$ cat src/rtl/can_af_pkg.sv
package can_af_pkg;
  localparam int ID_W  = 29;
  localparam int STD_W = 11;

  typedef struct packed {
    logic [ID_W-1:0] id;
    logic            ide;
    logic            rtr;
    logic            rb;
  } arb_t;

  typedef struct packed {
    logic [ID_W-1:0] tag;
    logic [ID_W-1:0] msk;
    logic            rtr_tag;
    logic            rb_tag;
    logic            ext;
    logic            rtr_chk;
    logic            ide_chk;
    logic            en;
    logic            rx;
  } slot_cfg_t;

  // Identifier bits that take part in the compare for a given format
  function automatic logic [ID_W-1:0] id_span(input logic ext);
    return ext ? {ID_W{1'b1}} : {{STD_W{1'b1}}, {(ID_W-STD_W){1'b0}}};
  endfunction
endpackage

$ cat src/rtl/can_af_cmp.sv
module can_af_cmp
  import can_af_pkg::*;
(
  input  arb_t      arb_i,
  input  slot_cfg_t cfg_i,
  output logic      match_o
);
  logic [ID_W-1:0] id_diff;
  logic            id_ok;
  logic            rtr_ok;
  logic            rb_ok;
  logic            ide_ok;
  logic            live;

  assign id_diff = (arb_i.id ^ cfg_i.tag) & cfg_i.msk & id_span(cfg_i.ext);
  assign id_ok   = (id_diff == '0);
  assign rtr_ok  = !cfg_i.rtr_chk || (arb_i.rtr == cfg_i.rtr_tag);
  assign rb_ok   = (arb_i.rb == cfg_i.rb_tag);
  // standard slot: IDE must be 0; extended slot: IDE must be 1 only when checked
  assign ide_ok  = cfg_i.ext ? (!cfg_i.ide_chk || arb_i.ide) : !arb_i.ide;
  assign live    = cfg_i.en && cfg_i.rx;

  assign match_o = live && id_ok && rtr_ok && rb_ok && ide_ok;

  always_comb begin
    if (!cfg_i.ext && arb_i.ide)
      AST_STD_NO_IDE: assert (!match_o);
    if (!cfg_i.en || !cfg_i.rx)
      AST_OFF_SILENT: assert (!match_o);
  end
endmodule

$ cat src/rtl/can_af_prio.sv
module can_af_prio #(
  parameter  int NOBJ = 15,
  localparam int IDXW = (NOBJ > 1) ? $clog2(NOBJ) : 1
) (
  input  logic [NOBJ-1:0] vec_i,
  output logic            any_o,
  output logic [IDXW-1:0] idx_o
);
  always_comb begin
    idx_o = '0;
    for (int i = NOBJ - 1; i >= 0; i--) begin
      if (vec_i[i]) idx_o = IDXW'(i);
    end
  end

  assign any_o = |vec_i;

  always_comb begin
    if (any_o) AST_IDX_SET: assert (vec_i[idx_o]);
  end
endmodule

$ cat src/rtl/can_accept_filter.sv
module can_accept_filter
  import can_af_pkg::*;
#(
  parameter  int NOBJ = 15,
  localparam int IDXW = (NOBJ > 1) ? $clog2(NOBJ) : 1
) (
  input  logic                 clk_i,
  input  logic                 rst_ni,
  input  logic                 frame_vld_i,
  input  logic [ID_W-1:0]      rx_id_i,
  input  logic                 rx_ide_i,
  input  logic                 rx_rtr_i,
  input  logic                 rx_rb_i,
  input  logic [NOBJ*ID_W-1:0] cfg_tag_i,
  input  logic [NOBJ*ID_W-1:0] cfg_msk_i,
  input  logic [NOBJ-1:0]      cfg_rtr_tag_i,
  input  logic [NOBJ-1:0]      cfg_rb_tag_i,
  input  logic [NOBJ-1:0]      cfg_ext_i,
  input  logic [NOBJ-1:0]      cfg_rtr_chk_i,
  input  logic [NOBJ-1:0]      cfg_ide_chk_i,
  input  logic [NOBJ-1:0]      cfg_en_i,
  input  logic [NOBJ-1:0]      cfg_rx_i,
  output logic                 hit_o,
  output logic [IDXW-1:0]      hit_idx_o,
  output logic [NOBJ-1:0]      hit_vec_o
);
  arb_t            arb;
  logic [NOBJ-1:0] match;
  logic            any_d;
  logic [IDXW-1:0] idx_d;

  assign arb = '{id: rx_id_i, ide: rx_ide_i, rtr: rx_rtr_i, rb: rx_rb_i};

  for (genvar g = 0; g < NOBJ; g++) begin : g_slot
    slot_cfg_t cfg;
    assign cfg = '{
      tag:     cfg_tag_i[g*ID_W +: ID_W],
      msk:     cfg_msk_i[g*ID_W +: ID_W],
      rtr_tag: cfg_rtr_tag_i[g],
      rb_tag:  cfg_rb_tag_i[g],
      ext:     cfg_ext_i[g],
      rtr_chk: cfg_rtr_chk_i[g],
      ide_chk: cfg_ide_chk_i[g],
      en:      cfg_en_i[g],
      rx:      cfg_rx_i[g]
    };
    can_af_cmp u_cmp (
      .arb_i   (arb),
      .cfg_i   (cfg),
      .match_o (match[g])
    );
  end

  can_af_prio #(.NOBJ(NOBJ)) u_prio (
    .vec_i (match),
    .any_o (any_d),
    .idx_o (idx_d)
  );

  always_ff @(posedge clk_i or negedge rst_ni) begin
    if (!rst_ni) begin
      hit_o     <= 1'b0;
      hit_idx_o <= '0;
      hit_vec_o <= '0;
    end else if (frame_vld_i) begin
      hit_o     <= any_d;
      hit_idx_o <= idx_d;
      hit_vec_o <= match;
    end
  end

  AST_HOLD: assert property (@(posedge clk_i) disable iff (!rst_ni)
    !frame_vld_i |=> $stable(hit_o) && $stable(hit_idx_o) && $stable(hit_vec_o));
  AST_FLAG_VEC: assert property (@(posedge clk_i) disable iff (!rst_ni)
    hit_o == (hit_vec_o != '0));
  AST_OWNER_LOWEST: assert property (@(posedge clk_i) disable iff (!rst_ni)
    hit_o |-> hit_vec_o[hit_idx_o] &&
              ((hit_vec_o & ((NOBJ'(1) << hit_idx_o) - NOBJ'(1))) == '0));
  AST_MISS_ZERO: assert property (@(posedge clk_i) disable iff (!rst_ni)
    !hit_o |-> hit_idx_o == '0);
  AST_ONLY_LIVE: assert property (@(posedge clk_i) disable iff (!rst_ni)
    frame_vld_i |=> (hit_vec_o & ~$past(cfg_en_i & cfg_rx_i)) == '0);
endmodule

$ cat config.mk
export PLATFORM = sky130hd
export DESIGN_NAME = can_accept_filter
export DESIGN_NICKNAME = d
export VERILOG_FILES = /design/src/rtl/can_af_pkg.sv /design/src/rtl/can_af_cmp.sv /design/src/rtl/can_af_prio.sv /design/src/rtl/can_accept_filter.sv
export SDC_FILE = /design/constraint.sdc
export NUM_CORES = 1
export LEC_CHECK = 0
export BUFFER_PORTS_ARGS = -buffer_cell sky130_fd_sc_hd__buf_2
export CORE_AREA = 2 2 397 399
export DETAILED_ROUTE_END_ITERATION = 8
export DIE_AREA = 0 0 399 401
export GPL_TIMING_DRIVEN = 0
export SETUP_SLACK_MARGIN = 0.4
export SLEW_MARGIN = 25
export SYNTH_ARGS = -nofsm -noshare
export SYNTH_HDL_FRONTEND = slang
export SYNTH_SLANG_ARGS = --single-unit
export TNS_END_PERCENT = 20
$ cat constraint.sdc
create_clock -name clk_i -period 1 [get_ports clk_i]
set_input_delay 0.2 -clock clk_i [delete_from_list [all_inputs] [get_ports clk_i]]
set_output_delay 0.2 -clock clk_i [all_outputs]
set_load 0.01 [all_outputs]
==> results of run 1 <==
==> power groups by stage <==
stage | combinational [mW] | sequential [mW] | clock (mW)
6_report | 9.54 | 0.829 | 1.08
2_1_floorplan | 2.89 | 0.845 | 0
3_3_place_gp | 8.41 | 0.843 | 0
3_5_place_dp | 8.37 | 0.843 | 0
4_1_cts | 9.22 | 0.828 | 1.15
5_1_grt | 9.84 | 0.830 | 1.16
==> per-layer routing <==
metal | track usage, % | up-vias | share of wire [%]
li1 | - | 6110 | -
met3 | 4.449 | 450 | 7.9
met5 | 0 | - | 0.29
met4 | 5.336 | 78 | 3.9
met2 | 37.96 | 1283 | 52
met1 | 22.65 | 7323 | 36
==> area by class of cell <==
| cell class | count | area, µm² |
|---|---|---|
| clock buffer | 4 | 88.84 |
| timing repair buffer | 1074 | 5812 |
| inverter | 3 | 11.26 |
| buffer | 67 | 943.4 |
| tap | 2058 | 2575 |
| sequential | 20 | 500.5 |
| fill | 18254 | 137200 |
| multi-input combinational | 992 | 8406 |
| antenna | 46 | 115.1 |
==> logic make-up after synthesis <==
group	Yosys count
muxes	14
buffers and inverters	70
DFF	20
and+or+nand+nor	267
xor gates and xnor gates	463
AOI/OAI and AO/OA	248
==> layout by cell type, fill, tap and decap left out, types with 3 or more instances in the layout <==
master     synthesis  routed
o31ai_4            0       8
nor2_1             5       3
and3_1             3       3
mux2_2            10      10
nor4_1             7       3
inv_1              3       3
nand2b_1           3       3
nor2b_1            7       7
a22o_1            15      15
or4_4              1       3
nand3_2            0       6
a22oi_1          174     164
buf_2             43     993
xor2_4             0      11
or4_1              5       3
buf_12             1      38
xor2_1           460     425
nor4_4             0       3
nand3_1           24      18
buf_6             10      28
buf_8              0       6
diode_2            0      46
a221oi_2           3       8
nand4b_1           4       4
nand4_1           56      56
o21ai_1            0       7
a221oi_1          14       7
clkbuf_16          0       3
a22oi_2            0      10
nor3_1             9       6
and3b_1            4       3
dfrtp_1           20      20
nand2_1          128     119
buf_16             0       3
nand2_2            0       7
mux2i_1            4       3
buf_4             10      69
xor2_2             1      25
nor4b_4            0       3
clkbuf_1           3       3
==> sequential cells by signal, summed over array words and instances (netlist names) <==
| name | count |
|---|---|
| hit_idx_o | 4 |
| hit_o | 1 |
| hit_vec_o | 15 |
==> repair_timing <==
item                       4_1_cts  5_1_grt
hold endpoints to repair        20       20
resized for setup              174       70
pin swaps                       41       37
buffers inserted                61       14
setup endpoints to repair       40       40
==> how the worst min path moves through the flow <==
stage | start | end | cells after the start
after floorplan | rst_ni | hit_idx_o[0]$_DFFE_PN0P_ | 0
after global placement | rst_ni | hit_vec_o[5]$_DFFE_PN0P_ | 1
after detailed placement | rst_ni | hit_vec_o[5]$_DFFE_PN0P_ | 1
after CTS | rst_ni | hit_vec_o[5]$_DFFE_PN0P_ | 1
after global routing | rst_ni | hit_vec_o[14]$_DFFE_PN0P_ | 1
final | rst_ni | hit_vec_o[5]$_DFFE_PN0P_ | 1
==> stage by stage <==
stage | cells | hold slack [ps] | worst slack, ps | power, mW
3_3_place_gp | 4137 | 251.1 | -4192 | 9.254
4_1_cts | 4204 | -54.06 | -1772 | 11.20
3_5_place_dp | 4139 | 258.6 | -3223 | 9.213
2_1_floorplan | 1082 | -95.59 | -943.0 | 3.733
5_1_grt | 4245 | -40.14 | -1719 | 11.82
6_report | 4264 | -75.37 | -1635 | 11.45
==> flow_summary_export.csv, run 1 <==
group,metric,value,unit
clocking,cts_tree,"yes",
run_status,status,"complete, but fails checks",
yosys,synth.distinct_cells,54,
sta,grt_setup_unrepaired,"yes",
floorplan,die-area,160000,µm²
yosys,synthCells,1082,
sta,setup_viol,40,
yosys,muxShareOfSynthArea,1.810,%
detailed_routing,viasPerCell,3.575,
setup_path,r2r_setup_slack,200,ps
floorplan,core,155700,µm²
global_routing,grt_remaining_overflow,0,
detailed_routing,totalWireLength,170100,µm
detailed_routing,post_drt_wl_per_cell,39.90,µm
run_status,failed_checks,"negative hold slack, negative setup slack",
sta,slew_headroom,34.23,%
detailed_routing,dr.first_iter.drc_count,1557,
setup_path,slowest_stage,"xor2_2",
clocking,clock_path_buffers,2,
setup_path,crit_end,"hit_o$_DFFE_PN0P_",
yosys,yosys-top-cells-count,"xor2_1, a22oi_1, nand2_1",
clocking,clock-sinks,20,
global_routing,grt_pass1_wl,197800,µm
yosys,synth_xor_area_share,48.18,%
power,vdd_drop_max,0.5954,mV
yosys,synth_edf_count,0,
yosys,synth_seq_cells,20,
yosys,async_flop_share,100.0,%
sta,tightest_slew,986.5,ps
power,seq_power_share,7.2,%
final_layout,area_growth,118.8,%
power,p_switching,6.399,mW
clocking,clk_latency,280,ps
floorplan,die_x,399,µm
power,p_sw_share,55.88,%
global_routing,grt.total_usage,20.23,%
setup_path,critPathLaunch,"rx_id_i[26]",
global_routing,grt_max_degree,21,
setup_path,cp_num_buf_inv,1,
setup_path,critPathMaxFanout,6,
yosys,synthTopCellsByArea,"xor2_1, a22oi_1, dfrtp_1",
yosys,synth_area_per_cell,7.793,µm²
clocking,h-tree-depth,1,
clocking,cts-root-buf,"clkbuf_16",
setup_path,crit_arrival,2790,ps
floorplan,io_pins,1030,
yosys,synth_ff_type,"dfrtp_1",
setup_path,max_stage_delay,500,ps
clocking,cts_made_buffers,3,
setup_path,r2r-start,"hit_idx_o[1]$_DFFE_PN0P_",
yosys,synth-seq-area-share,5.936,%
setup_path,worstSetupEndpointType,"flop",
power,p_per_area,620.7,nW/µm²
yosys,yosysWarnings,0,
yosys,synth_top_area_share,47.78,%
yosys,synth.largest_area_cell,"xor2_1",
placement,hpwl,154400,µm
yosys,syn-cell-area,8432,µm²
sta,drv_slew,0,
detailed_routing,drc_errors,0,
yosys,synth_compound_area_share,22.72,%
floorplan,die_y,401,µm
placement,port_buffers,997,
sta,layout_setup_ws,-1635,ps
setup_path,cp_data_required_time,1150,ps
final_layout,drive_above_1_share,58.52,%
floorplan,rows,145,
placement,dpl_cell_area,16240,µm²
placement,place.gp.congestion,1.008,
sta,hold_ws,-75.37,ps
sta,fin_crit_sh,263.5,%
global_routing,grt_pass1_vias,14585,
final_layout,fin_util,11.85,%
setup_path,r2r-end,"hit_idx_o[1]$_DFFE_PN0P_",
power,p_int,5.053,mW
clocking,path_clk_slew,90,ps
yosys,synth_top_family_by_area,"XOR/XNOR gates",
floorplan,initial_utilization,5.417,%
detailed_routing,ant_nets,0,
power,clkPwrFrac,9.4,%
setup_path,r2r_cells,2,
detailed_routing,dr.pass1.iters,6,
power,leakage,8.601,nW
final_layout,final_area,18450,µm²
setup_path,crit_path_start_kind,"input pin",
final_layout,final_nets,3171,
setup_path,crit_family,"compound AO/OA/AOI/OAI gates",
sta,skew,0,ps
yosys,synth_most_common_cell,"xor2_1",
power,p_comb_share,83.3,%
flow_run,maxCapViolations,0,
setup_path,path_cells,"buf_2, xor2_2, a22o_1, a221oi_1, nand4_1, o41a_1, nand2_2, or3_1, o32a_1",
yosys,synth-simple-area-share,16.07,%
setup_path,critical_path_depth,9,
sta,finalHoldViolCount,20,
min_path,min_path_type,"input pin to async pin",
sta,max_freq,379.5,MHz
yosys,synth_fa_ha_area_share,0,%
yosys,syn_nets,2092,
global_routing,antenna_found_initial,217,
setup_path,critical_path_class,"input pin to flop",
detailed_routing,vias,15244,
sta,period_minus_slack,2635,ps
sta,fin_tns_setup,-23990,ps
Power figures use the tool's default switching activity.
==> run 2, diff against run 1 <==
SKIP_CTS_REPAIR_TIMING = 1   (was default)
clock period = 2.7 ns   (was 1 ns; I/O delays follow)
==> run 2 against run 1 <==
Against the previous run:
- the flow finishes with violations (negative setup slack)
- global-route usage fell by 0.90 points
- sequential share of layout area rose by 0.15 points
- via count fell by 4.0%
- power fell by 65%
- flip-flop and latch count did not move
- design area fell by 5.2%
- critical path type unchanged
- critical endpoint is now hit_idx_o[0]$_DFFE_PN0P_
- highest routed layer unchanged
==> flow_summary_export.csv, run 2 (synthesis results as in run 1) <==
group,metric,value,unit
sta,setup_viol,10,
placement,hpwl,152800,µm
clocking,h-tree-depth,1,
detailed_routing,dr.pass1.iters,5,
floorplan,core,155700,µm²
detailed_routing,post_drt_wl_per_cell,38.64,µm
final_layout,largest-register,"hit_vec_o",
clocking,cts-root-buf,"clkbuf_16",
setup_path,worstSetupEndpointType,"flop",
sta,tightest_slew,942.5,ps
floorplan,initial_utilization,5.417,%
setup_path,crit_family,"compound AO/OA/AOI/OAI gates",
setup_path,max_stage_delay,610,ps
clocking,cts_tree,"yes",
global_routing,grt_max_degree,21,
run_status,failed_checks,"negative setup slack",
final_layout,final_cell_mix,"buf_2, xor2_1, a22oi_1, nand2_1, nand4_1",
setup_path,slowest_stage,"nand4_1",
sta,hold_ws,236.7,ps
sta,period_minus_slack,3333,ps
detailed_routing,dr.first_iter.drc_count,1409,
min_path,min_path_type,"input pin to async pin",
final_layout,area_growth,107.4,%
setup_path,crit_arrival,3460,ps
placement,dp_slack,-2622,ps
setup_path,critical_path_depth,11,
setup_path,crit_path_start_kind,"input pin",
setup_path,cp_data_required_time,2820,ps
sta,skew,0,ps
flow_run,maxCapViolations,0,
clocking,clk_latency,250,ps
floorplan,io_pins,1030,
final_layout,drive_above_1_share,55.91,%
sta,layout_setup_ws,-633.0,ps
final_layout,reg.largest.list,"hit_vec_o x15, hit_idx_o x4, hit_o x1",
detailed_routing,vias,14639,
setup_path,critical_path_class,"input pin to flop",
global_routing,grt_remaining_overflow,0,
detailed_routing,ant_nets,0,
setup_path,cp_num_buf_inv,3,
floorplan,die_x,399,µm
global_routing,grt_pass1_wl,190000,µm
global_routing,antenna_found_initial,173,
power,power,4.026,mW
setup_path,path_cells,"clkbuf_4, buf_12, xor2_1, a22oi_1, nand4_1, o31ai_2, nor4b_4, buf_6, a221oi_4, o2111ai_4, nand3_1",
sta,finalHoldViolCount,0,
floorplan,die_y,401,µm
global_routing,grt_pass1_vias,14286,
power,leakage,8.243,nW
power,p_per_area,230.3,nW/µm²
global_routing,grt.total_usage,19.34,%
final_layout,fill_cells,18403,
setup_path,critPathMaxFanout,10,
final_layout,final_nets,3134,
final_layout,largest_register_ffs,15,
placement,place_inst,4139,
setup_path,r2r_cells,2,
final_layout,final_common_cell,"buf_2",
placement,place.gp.congestion,0.9848,
final_layout,final_cells,4226,
run_status,status,"complete, but fails checks",
clocking,cts_made_buffers,3,
floorplan,die-area,160000,µm²
sta,max_freq,300.0,MHz
placement,port_buffers,997,
detailed_routing,totalWireLength,163300,µm
sta,slew_headroom,36.95,%
sta,fin_crit_sh,123.4,%
detailed_routing,viasPerCell,3.464,
floorplan,rows,145,
sta,grt_setup_unrepaired,"yes",
clocking,path_clk_slew,50,ps
clocking,clock-sinks,20,
power,vdd_drop_max,0.1602,mV
sta,drv_slew,0,
detailed_routing,drc_errors,0,
clocking,clock_path_buffers,2,
[run 2: worst paths after layout]
path                                           from                  endpoint  slack [ps]
min reg2reg                hit_vec_o[7]$_DFFE_PN0P_  hit_vec_o[7]$_DFFE_PN0P_         490
max                                     rx_id_i[14]  hit_idx_o[0]$_DFFE_PN0P_        -630
max reg2reg                hit_idx_o[1]$_DFFE_PN0P_  hit_idx_o[1]$_DFFE_PN0P_        1870
min                                          rst_ni  hit_vec_o[8]$_DFFE_PN0P_         240
max in group asynchronous                    rst_ni  hit_idx_o[2]$_DFFE_PN0P_        2140
min in group clk_i         hit_vec_o[7]$_DFFE_PN0P_  hit_vec_o[7]$_DFFE_PN0P_         490
[run 2: worst reg2reg max path, delay by kind of cell, from the launching register on]
| kind | cells | cell delay, ps |
|---|---|---|
| AO/OA/AOI/OAI | 2 | 290 |
| flip-flops | 1 | 410 |
[run 2: cell type report]
type,count,area [µm²],share of cell area [%]
Sequential cell,20,500.5,2.862
Antenna cell,45,112.6,0.6441
Timing Repair Buffer,1037,5339,30.54
Tap cell,2058,2575,14.73
Buffer,67,779.5,4.458
Clock buffer,4,88.84,0.5081
Inverter,3,11.26,0.06441
Multi-Input combinational cell,992,8078,46.20
[run 2: power by group]
part | internal (mW) | switching [mW] | leakage [nW]
registers | 0.304 | 0.00308 | 0.276
clock network | 0.226 | 0.112 | 0.0444
logic | 1.22 | 2.16 | 7.92
total | 1.75 | 2.27 | 8.24
[run 2: metrics by stage]
step                util (%)  area (µm²)  TNS (ps)
floorplan                  -        8462         0
global placement       10.30       16030    -28080
detailed placement     10.34       16100    -22100
CTS                    10.40       16190    -17030
global route           11.20       17430     -3465
finish                 11.23       17480     -3408
[run 2: metal layers]
metal  GRT usage, %  vias up  wire length (µm)
met3          6.537      343             16490
met4          4.333       64              5415
met5              0        -               410
met2          34.15     1117             80060
met1          22.27     7070             60910
li1               -     6045                 -
